===== config.mk =====
export PLATFORM = sky130hd
export DESIGN_NAME = rs_stream_encoder
export DESIGN_NICKNAME = d
export VERILOG_FILES = /design/src/rtl/rs_enc_pkg.sv /design/src/rtl/rs_enc_sequencer.sv /design/src/rtl/rs_parity_lfsr.sv /design/src/rtl/rs_stream_encoder.sv
export SDC_FILE = /design/constraint.sdc
export NUM_CORES = 1
export LEC_CHECK = 0
export BUFFER_PORTS_ARGS = -buffer_cell sky130_fd_sc_hd__buf_4
export CAP_MARGIN = 20
export CORE_MARGIN = 1.5
export CORE_UTILIZATION = 37
export DETAILED_ROUTE_END_ITERATION = 12
export PLACE_DENSITY_LB_ADDON = 0.05
export SLEW_MARGIN = 20
export SYNTH_ARGS = -nofsm -noshare
export SYNTH_HDL_FRONTEND = slang
export SYNTH_SLANG_ARGS = --single-unit
export TNS_END_PERCENT = 50

===== constraint.sdc =====
create_clock -name clk -period 4.5 [get_ports clk]
set_input_delay 0.45 -clock clk [delete_from_list [all_inputs] [get_ports clk]]
set_output_delay 0.45 -clock clk [all_outputs]
set_load 0.05 [all_outputs]

===== src/rtl/rs_enc_pkg.sv =====
package rs_enc_pkg;
  // Phase of the codeword sequencer.
  typedef enum logic [1:0] {
    PH_IDLE  = 2'd0,
    PH_DATA  = 2'd1,
    PH_FLUSH = 2'd2
  } rs_phase_e;
endpackage


===== src/rtl/rs_enc_sequencer.sv =====
module rs_enc_sequencer
  import rs_enc_pkg::*;
#(
  parameter int K_SYM = 239,
  parameter int NPAR  = 16
) (
  input  logic      clk,
  input  logic      rst,
  input  logic      in_valid,
  input  logic      enc_req,
  output logic      in_ready,
  output logic      absorb,
  output logic      flush,
  output logic      final_beat,
  output rs_phase_e phase
);
  localparam int CW = $clog2(K_SYM + 1);
  localparam int FW = $clog2(NPAR + 1);

  rs_phase_e     phase_q;
  logic [CW-1:0] msg_cnt_q;
  logic [FW-1:0] par_cnt_q;

  assign phase      = phase_q;
  assign in_ready   = (phase_q != PH_FLUSH);
  assign absorb     = in_valid && in_ready &&
                      ((phase_q == PH_DATA) || ((phase_q == PH_IDLE) && enc_req));
  assign flush      = (phase_q == PH_FLUSH);
  assign final_beat = flush && (par_cnt_q == FW'(NPAR - 1));

  always_ff @(posedge clk) begin
    if (rst) begin
      phase_q   <= PH_IDLE;
      msg_cnt_q <= '0;
      par_cnt_q <= '0;
    end else begin
      case (phase_q)
        PH_IDLE: begin
          if (absorb) begin
            if (K_SYM == 1) begin
              phase_q   <= PH_FLUSH;
              msg_cnt_q <= '0;
            end else begin
              phase_q   <= PH_DATA;
              msg_cnt_q <= CW'(1);
            end
          end
        end
        PH_DATA: begin
          if (absorb) begin
            if (msg_cnt_q == CW'(K_SYM - 1)) begin
              phase_q   <= PH_FLUSH;
              msg_cnt_q <= '0;
            end else begin
              msg_cnt_q <= msg_cnt_q + CW'(1);
            end
          end
        end
        PH_FLUSH: begin
          if (final_beat) begin
            phase_q   <= PH_IDLE;
            par_cnt_q <= '0;
          end else begin
            par_cnt_q <= par_cnt_q + FW'(1);
          end
        end
        default: phase_q <= PH_IDLE;
      endcase
    end
  end
endmodule


===== src/rtl/rs_parity_lfsr.sv =====
module rs_parity_lfsr #(
  parameter int               SYM_W      = 8,
  parameter int               NPAR       = 16,
  parameter logic [SYM_W:0]   FIELD_POLY = 9'h11D
) (
  input  logic             clk,
  input  logic             rst,
  input  logic             absorb,
  input  logic             shift,
  input  logic [SYM_W-1:0] sym_in,
  output logic [SYM_W-1:0] par_top
);
  // Multiply in GF(2^SYM_W) reduced by FIELD_POLY.
  function automatic logic [SYM_W-1:0] gf_mul(input logic [SYM_W-1:0] a,
                                              input logic [SYM_W-1:0] b);
    logic [SYM_W-1:0] acc;
    logic [SYM_W-1:0] aa;
    acc = '0;
    aa  = a;
    for (int k = 0; k < SYM_W; k++) begin
      if (b[k]) acc = acc ^ aa;
      aa = {aa[SYM_W-2:0], 1'b0} ^ (aa[SYM_W-1] ? FIELD_POLY[SYM_W-1:0] : '0);
    end
    return acc;
  endfunction

  // Low-order coefficients of prod_{r<NPAR} (x + alpha^r), alpha = 2.
  function automatic logic [NPAR*SYM_W-1:0] gen_taps();
    logic [NPAR:0][SYM_W-1:0] g;
    logic [SYM_W-1:0]         root;
    logic [NPAR*SYM_W-1:0]    packed_taps;
    g    = '0;
    g[0] = SYM_W'(1);
    root = SYM_W'(1);
    for (int r = 0; r < NPAR; r++) begin
      for (int j = NPAR; j >= 1; j--) begin
        g[j] = g[j-1] ^ gf_mul(g[j], root);
      end
      g[0] = gf_mul(g[0], root);
      root = gf_mul(root, SYM_W'(2));
    end
    for (int j = 0; j < NPAR; j++) packed_taps[j*SYM_W +: SYM_W] = g[j];
    return packed_taps;
  endfunction

  localparam logic [NPAR*SYM_W-1:0] TAPS = gen_taps();

  logic [SYM_W-1:0] par_q [NPAR];
  logic [SYM_W-1:0] prod  [NPAR];
  logic [SYM_W-1:0] fb;

  assign fb      = sym_in ^ par_q[NPAR-1];
  assign par_top = par_q[NPAR-1];

  for (genvar i = 0; i < NPAR; i++) begin : g_tap
    assign prod[i] = gf_mul(TAPS[i*SYM_W +: SYM_W], fb);
  end

  always_ff @(posedge clk) begin
    if (rst) begin
      for (int i = 0; i < NPAR; i++) par_q[i] <= '0;
    end else if (absorb) begin
      par_q[0] <= prod[0];
      for (int i = 1; i < NPAR; i++) par_q[i] <= par_q[i-1] ^ prod[i];
    end else if (shift) begin
      par_q[0] <= '0;
      for (int i = 1; i < NPAR; i++) par_q[i] <= par_q[i-1];
    end
  end
endmodule


===== src/rtl/rs_stream_encoder.sv =====
module rs_stream_encoder
  import rs_enc_pkg::*;
#(
  parameter int             SYM_W      = 8,
  parameter int             N_SYM      = 255,
  parameter int             K_SYM      = 239,
  parameter logic [SYM_W:0] FIELD_POLY = 9'h11D
) (
  input  logic             clk,
  input  logic             rst,
  input  logic             enc_req,
  input  logic             in_valid,
  input  logic [SYM_W-1:0] in_data,
  output logic             in_ready,
  output logic             out_valid,
  output logic [SYM_W-1:0] out_data,
  output logic             out_last
);
  localparam int NPAR = N_SYM - K_SYM;

  logic             absorb;
  logic             flush;
  logic             final_beat;
  rs_phase_e        phase;
  logic             seq_idle;
  logic [SYM_W-1:0] par_top;

  assign seq_idle = (phase == PH_IDLE);

  rs_enc_sequencer #(.K_SYM(K_SYM), .NPAR(NPAR)) u_seq (
    .clk(clk), .rst(rst), .in_valid(in_valid), .enc_req(enc_req),
    .in_ready(in_ready), .absorb(absorb), .flush(flush),
    .final_beat(final_beat), .phase(phase)
  );

  rs_parity_lfsr #(.SYM_W(SYM_W), .NPAR(NPAR), .FIELD_POLY(FIELD_POLY)) u_lfsr (
    .clk(clk), .rst(rst), .absorb(absorb), .shift(flush),
    .sym_in(in_data), .par_top(par_top)
  );

  always_ff @(posedge clk) begin
    if (rst) begin
      out_valid <= 1'b0;
      out_data  <= '0;
      out_last  <= 1'b0;
    end else begin
      out_last <= final_beat;
      if (flush) begin
        out_valid <= 1'b1;
        out_data  <= par_top;
      end else if (absorb) begin
        out_valid <= 1'b1;
        out_data  <= in_data;
      end else if (seq_idle) begin
        out_valid <= in_valid;
        out_data  <= in_data;
      end else begin
        out_valid <= 1'b0;
      end
    end
  end
endmodule


==> results of run 1 <==
[cell usage in the layout, fill, tap and decap left out, types with 4 or more instances in the layout]
| master | count |
|---|---|
| xnor3_1 | 29 |
| a311oi_1 | 9 |
| nor2_1 | 76 |
| clkbuf_16 | 19 |
| nand3_1 | 11 |
| a21oi_1 | 66 |
| o22ai_1 | 7 |
| nand2b_1 | 4 |
| nand2_1 | 63 |
| dfxtp_1 | 25 |
| inv_1 | 16 |
| xnor2_2 | 10 |
| edfxtp_1 | 128 |
| xor2_1 | 19 |
| or3_1 | 52 |
| o21ai_0 | 90 |
| a21o_1 | 11 |
| inv_4 | 5 |
| xnor2_4 | 6 |
| xnor2_1 | 65 |
| o21ai_1 | 5 |
| mux2i_1 | 6 |
| buf_4 | 40 |
| a22o_1 | 32 |
| o31ai_1 | 10 |
[metal layers]
metal / global-route usage [%] / share of wire [%] / vias to the layer above
met5: 0 / 0 / -
met4: 5.02 / 1.3 / 0
met3: 3.68 / 4.1 / 22
met2: 33.5 / 47 / 138
met1: 28.3 / 47 / 3138
li1: - / - / 3006
[final timing paths]
kind                    endpoint  slack, ns  cells after the start                  from
max          u_lfsr.par_q[0][33]       1.57                      5  u_lfsr.par_q[0][124]
min                  out_data[0]       0.33                      3            in_data[0]
max reg2reg  u_lfsr.par_q[0][33]       1.57                      5  u_lfsr.par_q[0][124]
min reg2reg   u_seq.par_cnt_q[4]       0.48                      1    u_seq.par_cnt_q[4]
[flip-flops by register name (all words and copies together) (netlist names)]
register and count:
out_last 1, u_seq.phase 2, u_seq.par_cnt_q 5, out_data 8, u_seq.msg_cnt_q 8, out_valid 1
u_lfsr.par_q 128
[cells by family (layout without fill, tap and decap cells)]
logic type      count (synthesis)  in the layout  share of synthesized area, %
compound gates                232            232                          15.4
simple gates                  225            225                          11.6
flops                         153            153                          48.3
xor+xnor                      134            134                          20.2
buf+inv                        68             90                          3.10
mux                             8              8                         0.918
fa+ha+maj                       3              3                         0.417
[per-stage QoR]
stage	setup slack, ns	util, %
final	1.57	42.7
after global routing	1.47	42.7
after CTS	1.56	42.7
after detailed placement	1.49	40.3
after global placement	1.47	40.3
after floorplan	0.390	-
[cell type report]
class                      count  area share (%)
sequential                   153            42.9
multi-input combinational    602            43.7
clock inverter                11           0.779
tap                          319            3.94
inverter                      17           0.631
timing repair buffer          41            3.17
clock buffer                  21            4.87
[critical path: stages (launching register included)]
cell and delay [ns]:
edfxtp_1 0.48, xor2_4 0.61, xnor3_1 0.70, xnor2_1 0.49
nor2_1 0.10, mux2_2 0.28
==> impl_metrics.json, run 1 <==
{
  "worstPathArrival_ns": 3.11,
  "cts_root_buffer": "clkbuf_16",
  "drc": 0,
  "cts.hold.buffers_added": 0,
  "drt_iter0_drc": 504,
  "drive_gt1_share_pct": 12.1,
  "async_flop_share_pct": 0,
  "drv_slew": 0,
  "synth_ff_type": "edfxtp_1",
  "cts_sinks": 153,
  "clk_latency_ns": 0.43,
  "rows": 56,
  "drt-pass1-iter-count": 5,
  "place_inst": 1132,
  "n_fill_cell": 2313,
  "clk_pin_slew_worst_paths_ns": 0.07,
  "ys_warn_count": 0,
  "syn_area_per_cell_um2": 10.9,
  "antenna_found_initial": 0,
  "yosys-top-cells-area": "edfxtp_1 (43%), xnor3_1 (7.3%), xnor2_1 (6.5%)",
  "die_area_um2": 25300,
  "synthCells": 823,
  "htreeDepth": 4,
  "synth_nets": 838,
  "viasPerCell": 5.42,
  "cp_max_fo": 14,
  "seq_area_um2": 4340,
  "fin_tns_setup_ns": 0,
  "synth-edff-count": 128,
  "cts_resized": 0,
  "synth_top_area_share_pct": 42.7,
  "cts_setup_buffers": 0,
  "seq_area_frac_synth_pct": 48.3,
  "finalCriticalPeriod_ns": 2.93,
  "fp.dieW_um": 159,
  "synth_cell_types": 43,
  "fp.dieH_um": 159,
  "finalSetupViolations": 0,
  "gp_congestion": 0.787,
  "fin_cells": 1164,
  "ys_seq_elements": 153,
  "cts_buffers": 17,
  "syn_area_um2": 8990,
  "clk_path_buf_depth": 2,
  "start_util_pct": 38.0,
  "worstMarginPinSlew_ns": 1.02,
  "start_kind": "flip-flop",
  "synth_common_cells": "edfxtp_1 (128), o21ai_0 (90), nor2_1 (77)",
  "yosysMostFrequentCell": "edfxtp_1",
  "whs_ns": 0.327,
  "first_global_vias": 6019,
  "criticalPathCategory": "flip-flop to flip-flop",
  "fmax_ghz": 0.342,
  "multi_input_area_um2": 4420,
  "worstPathRequired_ns": 4.68,
  "crit_path_end_kind": "flip-flop",
  "port_buffers": 22,
  "tritoncts": "done",
  "ant_nets": 0,
  "wl_per_cell_um": 21.7,
  "area.growth.synth_to_final_pct": 12.5,
  "drv_cap": 0,
  "ios": 23,
  "rsz0062_at_grt": "false",
  "gr-usage-all-layers_pct": 20.5,
  "num_antenna_cells": 0,
  "final_area_um2": 10100,
  "hold_class": "input port to flip-flop",
  "grt_max_degree": 65,
  "vias": 6304,
  "synth_area_leader_cell": "edfxtp_1",
  "fin_nets": 847,
  "grt_pass1_wl_mm": 38.5,
  "overflow": 0,
  "slew_headroom_pct": 31.4,
  "routed_wl_mm": 25.3,
  "finClkSkew_ns": 0.0126,
  "finalCritPeriodShare_pct": 65.1,
  "status": "finished, final reports clean",
  "place_area_um2": 9550,
  "hold_viol": 0,
  "hpwlAfterDp_mm": 16.6,
  "core_um2": 23700
}
Power of run 1 is not shown: default switching activity piles up to over one toggle a cycle in this logic, so the estimate is an artifact.
==> run 2, diff against run 1 <==
Settings changed: ABC_AREA set to 1.
Clock period 4.5 ns to 2.4 ns, I/O delays scaled along.
==> run 2 against run 1 <==
  * Sequential share of layout area down 2.2 points
  * Clock-buffer cell count grew 1
  * Worst hold slack worse by 0.19 ns
  * Register-to-register slack worse by 1.4 ns
  * Non-clock buffer count grew 20
  * First-iteration DRC count increased by 29%
  * Worst setup slack got worse by 1.4 ns
  * Sequential cell count stayed put
==> impl_metrics.json, run 2 <==
{
  "status": "finished, final reports clean",
  "fin_nets": 1214,
  "cts_sinks": 153,
  "gr-usage-all-layers_pct": 22.4,
  "seq_area_frac_synth_pct": 46.4,
  "leakage_nw": 4.74,
  "synth_nets": 1173,
  "hold_class": "input port to flip-flop",
  "drt_iter0_drc": 649,
  "critPathSlowestCell": "edfxtp_1",
  "final_common_cell": "nand2_1",
  "drt-pass1-iter-count": 5,
  "grt_max_degree": 53,
  "vias": 7632,
  "syn_area_per_cell_um2": 8.08,
  "first_global_vias": 7096,
  "drv_slew": 0,
  "hold_viol": 0,
  "intPower_w": 0.00746,
  "fin_cells": 1542,
  "peakVddDrop_mv": 0.509,
  "cts_root_buffer": "clkbuf_16",
  "worstMarginPinSlew_ns": 0.589,
  "drive_gt1_share_pct": 15.1,
  "cp_max_fo": 9,
  "final_util_pct": 42.7,
  "port_buffers": 22,
  "criticalPathCategory": "flip-flop to flip-flop",
  "clk_pin_slew_worst_paths_ns": 0.07,
  "worstPathArrival_ns": 2.52,
  "start_kind": "flip-flop",
  "hpwlAfterDp_mm": 20.3,
  "htreeDepth": 4,
  "crit_top_cell": "nand2_1",
  "ios": 23,
  "path_delay_family": "simple AND/OR/NAND/NOR gates",
  "seqPwrFrac_pct": 29.0,
  "overflow": 0,
  "ys_seq_elements": 153,
  "cts_setup_buffers": 0,
  "tritoncts": "done",
  "routed_wl_mm": 28.3,
  "start_util_pct": 37.5,
  "yosysMostFrequentCell": "nand2_1",
  "die_area_um2": 26200,
  "async_flop_share_pct": 0,
  "finClkSkew_ns": 0.00902,
  "gp_congestion": 0.910,
  "regMostFlops": "u_lfsr.par_q",
  "synth_cell_types": 46,
  "ys_warn_count": 0,
  "synth_ff_type": "edfxtp_1",
  "rsz0062_at_grt": "true",
  "syn_area_um2": 9350,
  "place_inst": 1510,
  "fmax_ghz": 0.443,
  "ant_nets": 0,
  "num_antenna_cells": 0,
  "wl_per_cell_um": 18.3,
  "grt_pass1_wl_mm": 43.3,
  "drv_cap": 0,
  "switching_share_pct": 46.2,
  "reg_top3": "u_lfsr.par_q x128, out_data x8, u_seq.msg_cnt_q x8",
  "cts_buffers": 17,
  "clkPwrFrac_pct": 19.5,
  "clk_latency_ns": 0.43,
  "synth_area_leader_cell": "edfxtp_1",
  "synth-edff-count": 128,
  "synth_common_cells": "nand2_1 (310), nor2_1 (130), edfxtp_1 (128)",
  "worstPathRequired_ns": 2.66,
  "finalSetupViolations": 0,
  "synth_top_area_share_pct": 41.1,
  "crit_path_end_kind": "flip-flop",
  "largest_reg_flops": 128,
  "fp.dieH_um": 162,
  "core_um2": 25000,
  "slew_headroom_pct": 60.7,
  "mostFrequentLayoutCells": "nand2_1 (307), nor2_1 (130), edfxtp_1 (128)",
  "pwr-share-comb_pct": 51.5,
  "synthCells": 1158,
  "fp.dieW_um": 162,
  "cpPeakStageDelay_ns": 0.42,
  "r2r_slack_ns": 0.14,
  "power.switching_w": 0.00640,
  "worstPathCellList": "inv_1 -> nand2_1 -> nand2_2 -> buf_4 -> nand2_4 -> nand3_1 -> nand2_2 -> nand2_1 -> nand3_1 -> nand2_1 -> nand2_1 -> nand2_1 -> nand2_1 -> nor2_1",
  "rows": 58,
  "viasPerCell": 4.95,
  "finalCritPeriodShare_pct": 94.0,
  "finalCriticalPeriod_ns": 2.26,
  "clk_path_buf_depth": 2,
  "fin_tns_setup_ns": 0,
  "power_density_nw_per_um2": 1300,
  "yosys-top-cells-area": "edfxtp_1 (41%), nand2_1 (12%), dfxtp_1 (5.4%)",
  "area.growth.synth_to_final_pct": 14.0,
  "antenna_found_initial": 0,
  "drc": 0,
  "cp_num_buf_inv": 2
}
## run 2: changes by cell type in the layout (fill, tap and decap cells not counted), sizes merged, moves of 31 or more
cell and change:
a22o -31, xnor2 -63, nand3 +56, inv +109, nor2 +59, nand2 +294, or3 -53
## run 2: cell type report
| cell class | instances | area, µm² |
|---|---|---|
| fillers | 2554 | 14300 |
| flip-flops and latches | 153 | 4340 |
| multi-input cells | 842 | 4320 |
| repair buffers | 61 | 546 |
| clock buffers | 22 | 499 |
| inverters | 124 | 465 |
| well taps | 330 | 413 |
| clock inverters | 10 | 72.6 |
## run 2: metal layers
layer  vias up  track usage, %  part of all wire [%]
met1      3501            31.6                    48
met2       220            35.1                    45
li1       3875               -                     -
met4         0            8.26                   2.9
met3        36            3.14                   4.9
met5         -               0                     0
## run 2: final timing paths
path,from,endpoint,depth (start not counted)
setup / recovery,u_lfsr.par_q[0][126],u_lfsr.par_q[0][38],14
hold reg to reg,u_seq.par_cnt_q[4],out_last,1
setup reg to reg,u_lfsr.par_q[0][126],u_lfsr.par_q[0][38],14
hold / removal,in_valid,out_valid,3
## run 2: worst reg2reg max path: cells and delay by family, from the launching register on
kind	cells	cell delay (ns)
and+or+nand+nor	12	1.33
DFF	1	0.42
buffers and inverters	2	0.34
## run 2: logic make-up (layout without fill, tap and decap cells)
group / count (synthesis) / after routing / share of synthesized area, %
xor+xnor: 60 / 60 / 7.05
fa+ha+maj: 3 / 3 / 0.401
simple gates: 582 / 582 / 27.1
flops: 153 / 153 / 46.4
buf+inv: 163 / 217 / 7.57
compound gates: 197 / 197 / 11.5
## run 2: timing repair
item,in CTS,in global routing
setup endpoints to repair,0,12
gates resized for setup,0,3
hold buffers,0,0
## run 2: power by group through the flow
stage / Clock (W) / Sequential (W) / Combinational (W)
final: 0.00270 / 0.00403 / 0.00714
after global routing: 0.00285 / 0.00410 / 0.00796
after CTS: 0.00275 / 0.00403 / 0.00713
after detailed placement: 0 / 0.00408 / 0.00709
after global placement: 0 / 0.00407 / 0.00707
after floorplan: 0 / 0.00405 / 0.00496
## run 2: per-stage QoR
| stage | hold slack, ns | area (µm²) | total power (W) | setup WS (ns) |
|---|---|---|---|---|
| 3_5_place_dp | 0.452 | 10100 | 0.0112 | 0.114 |
| 6_report | 0.135 | 10700 | 0.0139 | 0.143 |
| 3_3_place_gp | 0.447 | 10100 | 0.0111 | 0.121 |
| 5_1_grt | 0.141 | 10700 | 0.0149 | -0.00561 |
| 4_1_cts | 0.121 | 10600 | 0.0139 | 0.0952 |
| 2_1_floorplan | 0.422 | 9360 | 0.00901 | -0.0904 |
(Power assumes the default switching activity.)
==> run 3, diff against run 2 <==
Settings changed: CORE_UTILIZATION 37 to 40.
==> run 3 against run 2 <==
  * Critical path type unchanged
  * Critical path depth is 3 lower
  * Non-clock buffer count is 16 higher
  * Total power grew 1.6%
  * Worst hold slack worse by 0.0070 ns
  * Worst setup slack got worse by 0.00078 ns
==> impl_metrics.json, run 3 (synthesis gave the netlist of run 2 again) <==
{
  "finalCriticalPeriod_ns": 2.26,
  "startpoint": "u_lfsr.par_q[0][122]",
  "grt-busiest-layer": "met2",
  "routed_wl_mm": 27.4,
  "grt_use_met3_pct": 3.81,
  "gr-usage-all-layers_pct": 23.6,
  "power_density_nw_per_um2": 1310,
  "worstMarginPinSlew_ns": 0.609,
  "rr_worst_depth": 11,
  "rows": 55,
  "worstReg2RegStart": "u_lfsr.par_q[0][122]",
  "start_kind": "flip-flop",
  "finalSetupViolations": 0,
  "finClkSkew_ns": 0.00836,
  "fp.dieW_um": 156,
  "drv_slew": 0,
  "vias": 7820,
  "status": "finished, final reports clean",
  "clk_path_buf_depth": 2,
  "drv_cap": 0,
  "mostFrequentLayoutCells": "nand2_1 (306), nor2_1 (130), edfxtp_1 (128)",
  "cts_buffers": 17,
  "drt-pass1-iter-count": 5,
  "overflow": 0,
  "place_inst": 1509,
  "antenna_found_initial": 0,
  "fin_cells": 1541,
  "slew_headroom_pct": 59.2,
  "grt_pass1_wl_mm": 42.4,
  "worstPathRequired_ns": 2.59,
  "ant_nets": 0,
  "p_total_w": 0.0141,
  "viasPerCell": 5.07,
  "start_util_pct": 41.1,
  "leakage_nw": 4.80,
  "largest_reg_flops": 128,
  "peakVddDrop_mv": 0.441,
  "core_um2": 22800,
  "clk_pin_slew_worst_paths_ns": 0.07,
  "hp-start": "in_valid",
  "grt.met2_usage_pct": 37.0,
  "rsz0062_at_grt": "false",
  "cts_sinks": 153,
  "clk_latency_ns": 0.43,
  "die_area_um2": 24300,
  "regMostFlops": "u_lfsr.par_q",
  "htreeDepth": 4,
  "hpwlAfterDp_mm": 19.7,
  "gp_congestion": 0.895,
  "drc": 0,
  "area.growth.synth_to_final_pct": 14.9,
  "wl_per_cell_um": 17.8,
  "hold_viol": 0,
  "fp.dieH_um": 156,
  "hold_class": "input port to flip-flop",
  "cts_resized": 0,
  "criticalPathCategory": "flip-flop to flip-flop",
  "tritoncts": "done",
  "reg_top3": "u_lfsr.par_q x128, out_data x8, u_seq.msg_cnt_q x8",
  "first_global_vias": 7210,
  "holdPathStages": 3,
  "cts_setup_buffers": 0,
  "finalCritPeriodShare_pct": 94.1,
  "drt_iter0_drc": 670,
  "fin_nets": 1230,
  "worstPathArrival_ns": 2.44,
  "use_met1_pct": 33.8,
  "fmax_ghz": 0.443,
  "cts_root_buffer": "clkbuf_16",
  "grt_max_degree": 65,
  "final_common_cell": "nand2_1",
  "port_buffers": 22,
  "cp_max_fo": 10,
  "cts.hold.buffers_added": 0,
  "ios": 23,
  "drive_gt1_share_pct": 16.0,
  "whs_ns": 0.128,
  "crit_path_end_kind": "flip-flop",
  "num_antenna_cells": 0
}
## run 3: final cells by class
cell class              instances  area (µm²)
repair buffers                 77         641
clock buffers                  23         522
inverters                     124         465
multi-input cells             842        4320
flip-flops and latches        153        4340
clock inverters                 9        58.8
fillers                      2261       12000
well taps                     313         392
## run 3: per-stage QoR
| step | worst slack, ns | cell area (µm²) | TNS (ns) | util (%) |
|---|---|---|---|---|
| after global placement | 0.181 | 10100 | 0 | 44.5 |
| after CTS | 0.124 | 10700 | 0 | 47.1 |
| after global routing | 0.0183 | 10700 | 0 | 47.2 |
| after floorplan | -0.0904 | 9360 | -5.06 | - |
| after detailed placement | 0.140 | 10100 | 0 | 44.5 |
| final | 0.142 | 10700 | 0 | 47.2 |
## run 3: per-layer routing
layer	wire length [µm]	share of wire, %
met1	13000	48
met4	487	1.8
met2	12300	45
met5	0	0
met3	1660	6.1
## run 3: power breakdown
group / internal [W] / switching (W) / leakage [nW]
Combinational: 0.00239 / 0.00497 / 2.94
Clock: 0.00154 / 0.00115 / 0.293
Sequential: 0.00375 / 0.000285 / 1.57
Total: 0.00768 / 0.00640 / 4.80
## run 3: critical path, stage by stage (launching register included)
cell	delay, ns
edfxtp_1	0.42
nand2_1	0.11
nand2_2	0.21
buf_4	0.24
nand2_1	0.05
nand2_1	0.17
nand2_1	0.14
a21oi_1	0.07
o21ai_0	0.40
nand2_1	0.09
nand2_1	0.07
nor2_1	0.04
## run 3: final timing paths
check | end | slack, ns
setup / recovery | u_lfsr.par_q[0][61] | 0.14
hold / removal | out_valid | 0.13
setup reg to reg | u_lfsr.par_q[0][61] | 0.14
hold reg to reg | out_last | 0.46
